$ cat config.mk
export PLATFORM = sky130hd
export DESIGN_NAME = fi_force_top
export DESIGN_NICKNAME = d
export VERILOG_FILES = /design/src/rtl/fi_force_pkg.sv /design/src/rtl/fi_cmd_decode.sv /design/src/rtl/fi_force_reg.sv /design/src/rtl/fi_bus_if.sv /design/src/rtl/fi_force_top.sv
export SDC_FILE = /design/constraint.sdc
export NUM_CORES = 1
export LEC_CHECK = 0
export BUFFER_PORTS_ARGS = -buffer_cell sky130_fd_sc_hd__buf_2
export CORE_AREA = 2 2 39 41
export CTS_CLUSTER_SIZE = 24
export DETAILED_ROUTE_END_ITERATION = 12
export DIE_AREA = 0 0 41 43
export GPL_ROUTABILITY_DRIVEN = 0
export HOLD_SLACK_MARGIN = 0.06
export PLACE_DENSITY = 0.8
export SLEW_MARGIN = 25
export SYNTH_ARGS = -nofsm -noshare
export SYNTH_HDL_FRONTEND = slang
export SYNTH_SLANG_ARGS = --single-unit
$ cat constraint.sdc
create_clock -name clk_i -period 1.8 [get_ports clk_i]
set_input_delay 0.54 -clock clk_i [delete_from_list [all_inputs] [get_ports clk_i]]
set_output_delay 0.54 -clock clk_i [all_outputs]
set_load 0.02 [all_outputs]
$ cat src/rtl/fi_force_pkg.sv
package fi_force_pkg;
  // Address map of the block
  localparam int ADR_FORCE = 0;
  localparam int ADR_SET   = 1;
  localparam int ADR_CLR   = 2;

  // Command code that selects force bit k (bit k = level k+1); the
  // window runs downward in level as the code rises.
  function automatic int lvl_code(input int base, input int nlvl, input int k);
    return base + (nlvl - 1) - k;
  endfunction
endpackage

$ cat src/rtl/fi_cmd_decode.sv
module fi_cmd_decode #(
  parameter int DATA_W   = 8,
  parameter int NUM_LVL  = 7,
  parameter int CMD_BASE = 56
) (
  input  logic               en_i,
  input  logic [DATA_W-1:0]  cmd_i,
  output logic [NUM_LVL-1:0] hit_o
);
  import fi_force_pkg::*;

  for (genvar k = 0; k < NUM_LVL; k++) begin : g_lvl
    // Full-width compare: nonzero reserved bits never match.
    localparam logic [DATA_W-1:0] CODE = DATA_W'(lvl_code(CMD_BASE, NUM_LVL, k));
    assign hit_o[k] = en_i && (cmd_i == CODE);
  end
endmodule

$ cat src/rtl/fi_force_reg.sv
module fi_force_reg #(
  parameter int NUM_LVL = 7
) (
  input  logic               clk_i,
  input  logic               rst_i,
  input  logic [NUM_LVL-1:0] set_i,
  input  logic [NUM_LVL-1:0] clr_i,
  output logic [NUM_LVL-1:0] q_o
);
  always_ff @(posedge clk_i) begin
    if (rst_i) q_o <= '0;
    else       q_o <= (q_o | set_i) & ~clr_i;  // clear dominates
  end
endmodule

$ cat src/rtl/fi_bus_if.sv
module fi_bus_if #(
  parameter int ADDR_W  = 2,
  parameter int DATA_W  = 8,
  parameter int NUM_LVL = 7
) (
  input  logic [ADDR_W-1:0]  addr_i,
  input  logic               wr_i,
  input  logic               rd_i,
  input  logic [NUM_LVL-1:0] force_i,
  output logic               wr_set_o,
  output logic               wr_clr_o,
  output logic [DATA_W-1:0]  rdata_o,
  output logic               err_o
);
  import fi_force_pkg::*;

  localparam logic [ADDR_W-1:0] A_FORCE = ADDR_W'(ADR_FORCE);
  localparam logic [ADDR_W-1:0] A_SET   = ADDR_W'(ADR_SET);
  localparam logic [ADDR_W-1:0] A_CLR   = ADDR_W'(ADR_CLR);

  logic sel_cmd;
  assign sel_cmd  = (addr_i == A_SET) || (addr_i == A_CLR);
  assign wr_set_o = wr_i && (addr_i == A_SET);
  assign wr_clr_o = wr_i && (addr_i == A_CLR);
  assign err_o    = rd_i && sel_cmd;

  always_comb begin
    rdata_o = '0;
    if (rd_i && addr_i == A_FORCE) rdata_o = DATA_W'(force_i);
  end
endmodule

$ cat src/rtl/fi_force_top.sv
module fi_force_top #(
  parameter int ADDR_W   = 2,
  parameter int DATA_W   = 8,
  parameter int NUM_LVL  = 7,
  parameter int CMD_BASE = 56
) (
  input  logic               clk_i,
  input  logic               rst_i,
  input  logic [ADDR_W-1:0]  addr_i,
  input  logic               wr_i,
  input  logic               rd_i,
  input  logic [DATA_W-1:0]  wdata_i,
  output logic [DATA_W-1:0]  rdata_o,
  output logic               err_o,
  output logic [NUM_LVL-1:0] lvl_o
);
  logic               wr_set, wr_clr;
  logic [NUM_LVL-1:0] set_vec, clr_vec;

  fi_bus_if #(.ADDR_W(ADDR_W), .DATA_W(DATA_W), .NUM_LVL(NUM_LVL)) u_bus (
    .addr_i(addr_i), .wr_i(wr_i), .rd_i(rd_i), .force_i(lvl_o),
    .wr_set_o(wr_set), .wr_clr_o(wr_clr), .rdata_o(rdata_o), .err_o(err_o)
  );

  fi_cmd_decode #(.DATA_W(DATA_W), .NUM_LVL(NUM_LVL), .CMD_BASE(CMD_BASE)) u_set_dec (
    .en_i(wr_set), .cmd_i(wdata_i), .hit_o(set_vec)
  );

  fi_cmd_decode #(.DATA_W(DATA_W), .NUM_LVL(NUM_LVL), .CMD_BASE(CMD_BASE)) u_clr_dec (
    .en_i(wr_clr), .cmd_i(wdata_i), .hit_o(clr_vec)
  );

  fi_force_reg #(.NUM_LVL(NUM_LVL)) u_reg (
    .clk_i(clk_i), .rst_i(rst_i), .set_i(set_vec), .clr_i(clr_vec), .q_o(lvl_o)
  );
endmodule

==> flow_metrics.py, run 1 <==
metrics = {
    "run_status": {
        "status": "finished clean",
    },
    "cts": {
        "clk_path_buf_depth": 2,
        "clkTransAtPathRegs_ns": 0.06,
        "cts_made_buffers": 3,
        "cts_root_buffer": "clkbuf_4",
        "clk_latency_ns": 0.26,
        "cts_sinks": 7,
        "cts_max_level": 1,
        "cts_tree": "yes",
    },
    "worst_setup_path": {
        "crit_type": "in -> out",
        "cp_slowest_cell": "ha_4",
        "critPathArrivalTime_ns": 1.18,
        "path_common_cell": "buf_2",
        "crit_fanout": 2,
        "cp_top_family": "buffers and inverters",
        "crit_chain": "buf_2, inv_2, ha_4, and2_1, buf_2",
        "r2r_cells": 2,
        "worstReg2RegStart": "u_reg.q_o[0]",
        "slowest_delay_ns": 0.19,
        "r2r_slack_ns": 1.05,
        "cp-start-kind": "input port",
        "worst-path-buf-inv": 3,
        "r2r-end": "u_reg.q_o[0]",
        "cp.required_ns": 1.26,
        "cp-end-kind": "primary output",
    },
    "synthesis": {
        "ys_types": 20,
        "synth_mux_area_frac": 0,
        "synth_fp_nets": 64,
        "ys_seq_area_frac": 0.292,
        "synthCells": 47,
        "synth-simple-area-share": 0.310,
        "netlist_area_um2": 480,
        "synth_compound_area_frac": 0.258,
        "synth_top_family_by_area": "simple AND/OR/NAND/NOR gates",
        "yosysWarnings": 0,
        "syn_area_per_cell_um2": 10.2,
        "synth_xor_area_frac": 0,
        "ys_ff_latch": 7,
        "synth_fa_ha_area_frac": 0.0781,
    },
    "hold_path": {
        "min-delay-start": "rst_i",
        "min_to": "u_reg.q_o[5]",
        "holdPathStages": 2,
        "min_path_type": "in -> reg",
    },
    "cells_and_area": {
        "regMostFlops": "u_reg.q_o",
        "nNetsFinal": 97,
        "ff_latch_area_um2": 140,
        "layout-drive-gt1-share": 0.570,
        "syn_to_final_growth_pct": 41.9,
        "largest_reg_flops": 7,
        "design_area_um2": 682,
        "nFillCells": 128,
        "insertedDiodeCount": 0,
        "multi_input_area_um2": 327,
        "reg_top3": "u_reg.q_o (7)",
    },
    "drt": {
        "wl_per_cell_um": 12.9,
        "route.detailed.drc": 0,
        "wl_mm": 1.22,
        "num_vias": 508,
        "drt_iter0_markers": 13,
        "ant_nets": 0,
        "drt-pass1-iter-count": 4,
        "avgViaCountPerCell": 5.35,
    },
    "power": {
        "p_leak_uw": 0.000360,
        "p_per_area_mw_per_mm2": 536,
        "peakVddDrop_mv": 0.249,
    },
    "global_route": {
        "grt_pass1_wl_mm": 1.80,
        "grt_use_total": 0.160,
        "grt_max_degree": 11,
        "antenna_found_initial": 0,
        "grt_overflow": 0,
        "grt_pass1_vias": 420,
    },
    "timing": {
        "skew_ns": 0,
        "tns_ns": 0,
        "finalHoldViolations": 0,
        "period_minus_slack_ns": 1.72,
        "min_period_over_period": 0.958,
        "timing.hold.ws_ns": 0.559,
        "finalSetupViolations": 0,
        "fin_ws_ns": 0.0757,
        "finalMaxSlewViolations": 0,
        "max_freq_mhz": 580,
        "grt_setup_unrepaired": "no",
    },
    "placement": {
        "dp.final_hpwl_um": 971,
        "placed_area_um2": 637,
        "place_ws_ns": -0.0605,
        "numPortBuffers": 28,
    },
    "die": {
        "fp-row-count": 14,
        "dieArea_mm2": 0.00176,
        "coreArea_mm2": 0.00138,
        "die_h_um": 43,
        "io_pins": 30,
        "fp.dieW_um": 41,
        "initial_core_util": 0.347,
    },
    "run": {
        "cap_violations": 0,
    },
}
[report_power, final]
group	internal, µW	total, µW	switching [µW]	leakage (µW)
clock network	81.9	153	70.7	0.0000177
logic	25.7	57.8	32.1	0.000286
registers	155	155	0.0782	0.0000563
[metrics by stage]
step | total power, µW | std cells | utilization
global route | 383 | 95 | 0.493
detailed placement | 212 | 91 | 0.460
global placement | 209 | 91 | 0.460
CTS | 369 | 95 | 0.489
finish | 365 | 95 | 0.493
floorplan | 184 | 47 | -
[kinds of logic (layout without fill, tap and decap cells)]
kind of cell | count (synthesis) | after routing
AOI/OAI and AO/OA | 14 | 14
other | 1 | 1
adders and majority gates | 3 | 3
buffers and inverters | 4 | 36
and+or+nand+nor | 18 | 18
DFF | 7 | 7
[routing by layer]
layer / track usage / vias to the layer above / wire length (µm)
li1: - / 249 / -
met2: 0.206 / 23 / 567
met1: 0.203 / 234 / 569
met3: 0.0471 / 2 / 64
met5: 0 / - / 0
met4: 0.140 / 0 / 21
[cells in the mapped netlist]
library cell	instances	share of area
and3b_4	1	0.026
dfxtp_1	7	0.29
and3_4	1	0.023
and4b_1	1	0.021
and2_2	1	0.016
and2_1	1	0.013
and3b_1	3	0.055
a211oi_2	2	0.052
buf_6	1	0.023
and4bb_1	1	0.026
a311oi_2	1	0.031
buf_4	1	0.016
a41oi_2	1	0.034
and3_1	8	0.10
nor3b_2	1	0.026
conb_1	1	0.0078
ha_1	3	0.078
inv_1	2	0.016
a31oi_1	6	0.078
a211oi_1	4	0.063
[worst register-to-register path, stage by stage (launching register included)]
cell and delay, ns:
dfxtp_1 0.37, a41oi_2 0.05, a311oi_2 0.25
[area by class of cell]
class                           instances  share of cell area
Clock buffer                            3              0.0330
Clock inverter                          1             0.00734
Inverter                                2              0.0110
Multi-Input combinational cell         36               0.479
Sequential cell                         7               0.206
Tap cell                               16              0.0294
Timing Repair Buffer                   30               0.235
[worst max-delay path by stage]
stage          startpoint          to  slack, ns  cells past startpoint
2_1_floorplan   addr_i[0]  rdata_o[0]       0.19                      3
3_3_place_gp    addr_i[0]  rdata_o[5]     -0.003                      5
3_5_place_dp    addr_i[1]  rdata_o[5]      -0.06                      5
4_1_cts         addr_i[0]  rdata_o[5]       0.02                      5
5_1_grt         addr_i[0]  rdata_o[0]       0.02                      5
6_report        addr_i[0]       err_o       0.08                      5
[timing repair]
item,in CTS,in global routing
gates resized for setup,2,4
pin swaps,0,0
setup endpoints to repair,7,8
buffers inserted,0,0
hold buffers,0,0
cloned,0,0
[layout by cell type, fill, tap and decap left out]
cell type / synthesis / final
and2_2: 1 / 1
and4bb_1: 1 / 1
conb_1: 1 / 1
ha_1: 3 / 2
and3_1: 8 / 8
ha_4: 0 / 1
a211oi_2: 2 / 2
a211oi_1: 4 / 4
inv_2: 0 / 2
nor3b_2: 1 / 1
and4b_1: 1 / 1
a41oi_2: 1 / 1
buf_4: 1 / 4
clkinv_2: 0 / 1
a31oi_1: 6 / 6
clkbuf_4: 0 / 3
buf_2: 0 / 26
dfxtp_1: 7 / 7
and3b_1: 3 / 3
and2_1: 1 / 1
and3b_4: 1 / 1
and3_4: 1 / 1
a311oi_2: 1 / 1
Power figures use the tool's default switching activity.
==> inputs of run 2 (changes only) <==
- CELL_PAD_IN_SITES_DETAIL_PLACEMENT: default -> 1
- CELL_PAD_IN_SITES_GLOBAL_PLACEMENT: default -> 1
- CORE_AREA: 2 2 39 41 -> default
- CORE_MARGIN: default -> 2
- CORE_UTILIZATION: default -> 30
- DIE_AREA: 0 0 41 43 -> default
- PLACE_DENSITY: 0.8 -> 0.9
==> flow_metrics.py, run 2 (synthesis gave the netlist of run 1 again) <==
metrics = {
    "cells_and_area": {
        "regMostFlops": "u_reg.q_o",
        "reg_top3": "u_reg.q_o (7)",
        "insertedDiodeCount": 0,
        "nNetsFinal": 99,
        "largest_reg_flops": 7,
        "layout-drive-gt1-share": 0.568,
        "syn_to_final_growth_pct": 44.3,
        "final_util": 0.460,
        "layout_common_cells": "27 x buf_2, 8 x and3_1, 7 x dfxtp_1",
        "layout_commonest_cell": "buf_2",
    },
    "worst_setup_path": {
        "r2r_cells": 2,
        "cp_slowest_cell": "buf_2",
        "r2r-end": "u_reg.q_o[0]",
        "crit_chain": "buf_2, inv_2, ha_4, and3_1, buf_2",
        "crit_type": "in -> out",
        "cp-end-kind": "primary output",
        "crit_fanout": 7,
        "worstReg2RegStart": "u_reg.q_o[0]",
        "slowest_delay_ns": 0.17,
        "r2r_slack_ns": 1.06,
        "cp-start-kind": "input port",
        "path_common_cell": "buf_2",
        "critPathArrivalTime_ns": 1.22,
        "cp.required_ns": 1.26,
    },
    "hold_path": {
        "min_to": "u_reg.q_o[2]",
        "min_path_type": "reg -> reg",
        "min-delay-start": "u_reg.q_o[2]",
        "holdPathStages": 2,
    },
    "power": {
        "total_power_uw": 369,
        "power.internal_uw": 269,
        "combPwrFrac": 0.170,
        "switchingPower_uw": 101,
        "seqPwrFrac": 0.420,
        "peakVddDrop_mv": 0.196,
        "clockPowerShare": 0.410,
        "power_switching_share": 0.272,
        "p_per_area_mw_per_mm2": 533,
        "p_leak_uw": 0.000367,
    },
    "global_route": {
        "grt_pass1_vias": 557,
        "grt_pass1_wl_mm": 2.37,
        "grt_max_degree": 11,
        "grt_use_total": 0.172,
        "grt_overflow": 0,
        "antenna_found_initial": 0,
    },
    "run_status": {
        "status": "finished clean",
    },
    "timing": {
        "skew_ns": 0,
        "finalHoldViolations": 0,
        "min_period_over_period": 0.975,
        "period_minus_slack_ns": 1.76,
        "grt_setup_unrepaired": "no",
        "finalMaxSlewViolations": 0,
        "max_freq_mhz": 570,
        "finalSetupViolations": 0,
    },
    "die": {
        "die_h_um": 44.0,
        "io_pins": 30,
        "coreArea_mm2": 0.00151,
        "initial_core_util": 0.319,
        "dieArea_mm2": 0.00194,
        "fp-row-count": 14,
        "fp.dieW_um": 44.0,
    },
    "cts": {
        "cts_made_buffers": 3,
        "cts_root_buffer": "clkbuf_4",
        "post_cts_buffers": 0,
        "clk_latency_ns": 0.26,
        "clk_path_buf_depth": 2,
        "cts_tree": "yes",
        "cts_max_level": 1,
        "cts_sinks": 7,
        "clkTransAtPathRegs_ns": 0.05,
    },
    "drt": {
        "avgViaCountPerCell": 5.75,
        "wl_per_cell_um": 15.7,
        "route.detailed.drc": 0,
        "drt-pass1-iter-count": 4,
        "routed-wl-met2_um": 768,
        "dr_wl_met3_um": 89,
        "ant_nets": 0,
        "wl_mm": 1.53,
        "drt_iter0_markers": 5,
        "num_vias": 558,
        "dr.max_layer_used": "met4",
        "m1WireLength_um": 560,
    },
    "run": {
        "cap_violations": 0,
    },
    "placement": {
        "dp.final_hpwl_mm": 1.22,
        "numPortBuffers": 28,
    },
}
-- run 2: worst max path at each step --
stage	from	endpoint	depth (start not counted)
final	addr_i[1]	rdata_o[0]	5
after detailed placement	addr_i[0]	rdata_o[4]	5
after global placement	addr_i[1]	rdata_o[6]	5
after global routing	addr_i[0]	err_o	5
after floorplan	addr_i[0]	rdata_o[0]	3
after CTS	addr_i[1]	rdata_o[4]	5
-- run 2: final cells by class --
class / count / area (µm²)
fill: 193 / 813
multi-input combinational: 36 / 327
timing repair buffer: 32 / 173
sequential: 7 / 140
clock buffer: 4 / 26.3
tap: 16 / 20.0
inverter: 2 / 7.51
-- run 2: worst max-delay path, delay by kind of cell --
kind / cells / cell delay [ns]
and+or+nand+nor: 1 / 0.15
adders and majority gates: 1 / 0.16
buffers and inverters: 3 / 0.36
-- run 2: power groups by stage --
stage,Sequential (µW),Combinational [µW],Clock (µW)
after detailed placement,159,59.7,0
after global routing,155,69.6,163
final,155,62.9,151
after floorplan,159,25.7,0
after CTS,155,63.0,148
after global placement,159,55.2,0
-- run 2: stage by stage --
stage | hold slack, ns | area (µm²) | worst slack, ns | setup TNS, ns | cells
3_3_place_gp | 0.541 | 652 | -0.0362 | -0.130 | 93
4_1_cts | 0.555 | 691 | 0.0153 | 0 | 97
5_1_grt | 0.567 | 693 | 0.0223 | 0 | 97
6_report | 0.552 | 693 | 0.0443 | 0 | 97
3_5_place_dp | 0.554 | 652 | -0.0789 | -0.490 | 93
2_1_floorplan | 0.605 | 480 | 0.191 | 0 | 47
-- run 2: what timing repair did --
action,CTS,global route
gates resized for setup,3,2
setup endpoints to repair,8,7
pin swaps,0,1
cloned,0,0
hold buffers,0,0
-- run 2: metal layers --
metal  vias up  GRT usage
met5         -          0
met4         0      0.182
met3         9    0.00408
met2        30      0.306
met1       264      0.173
li1        255          -
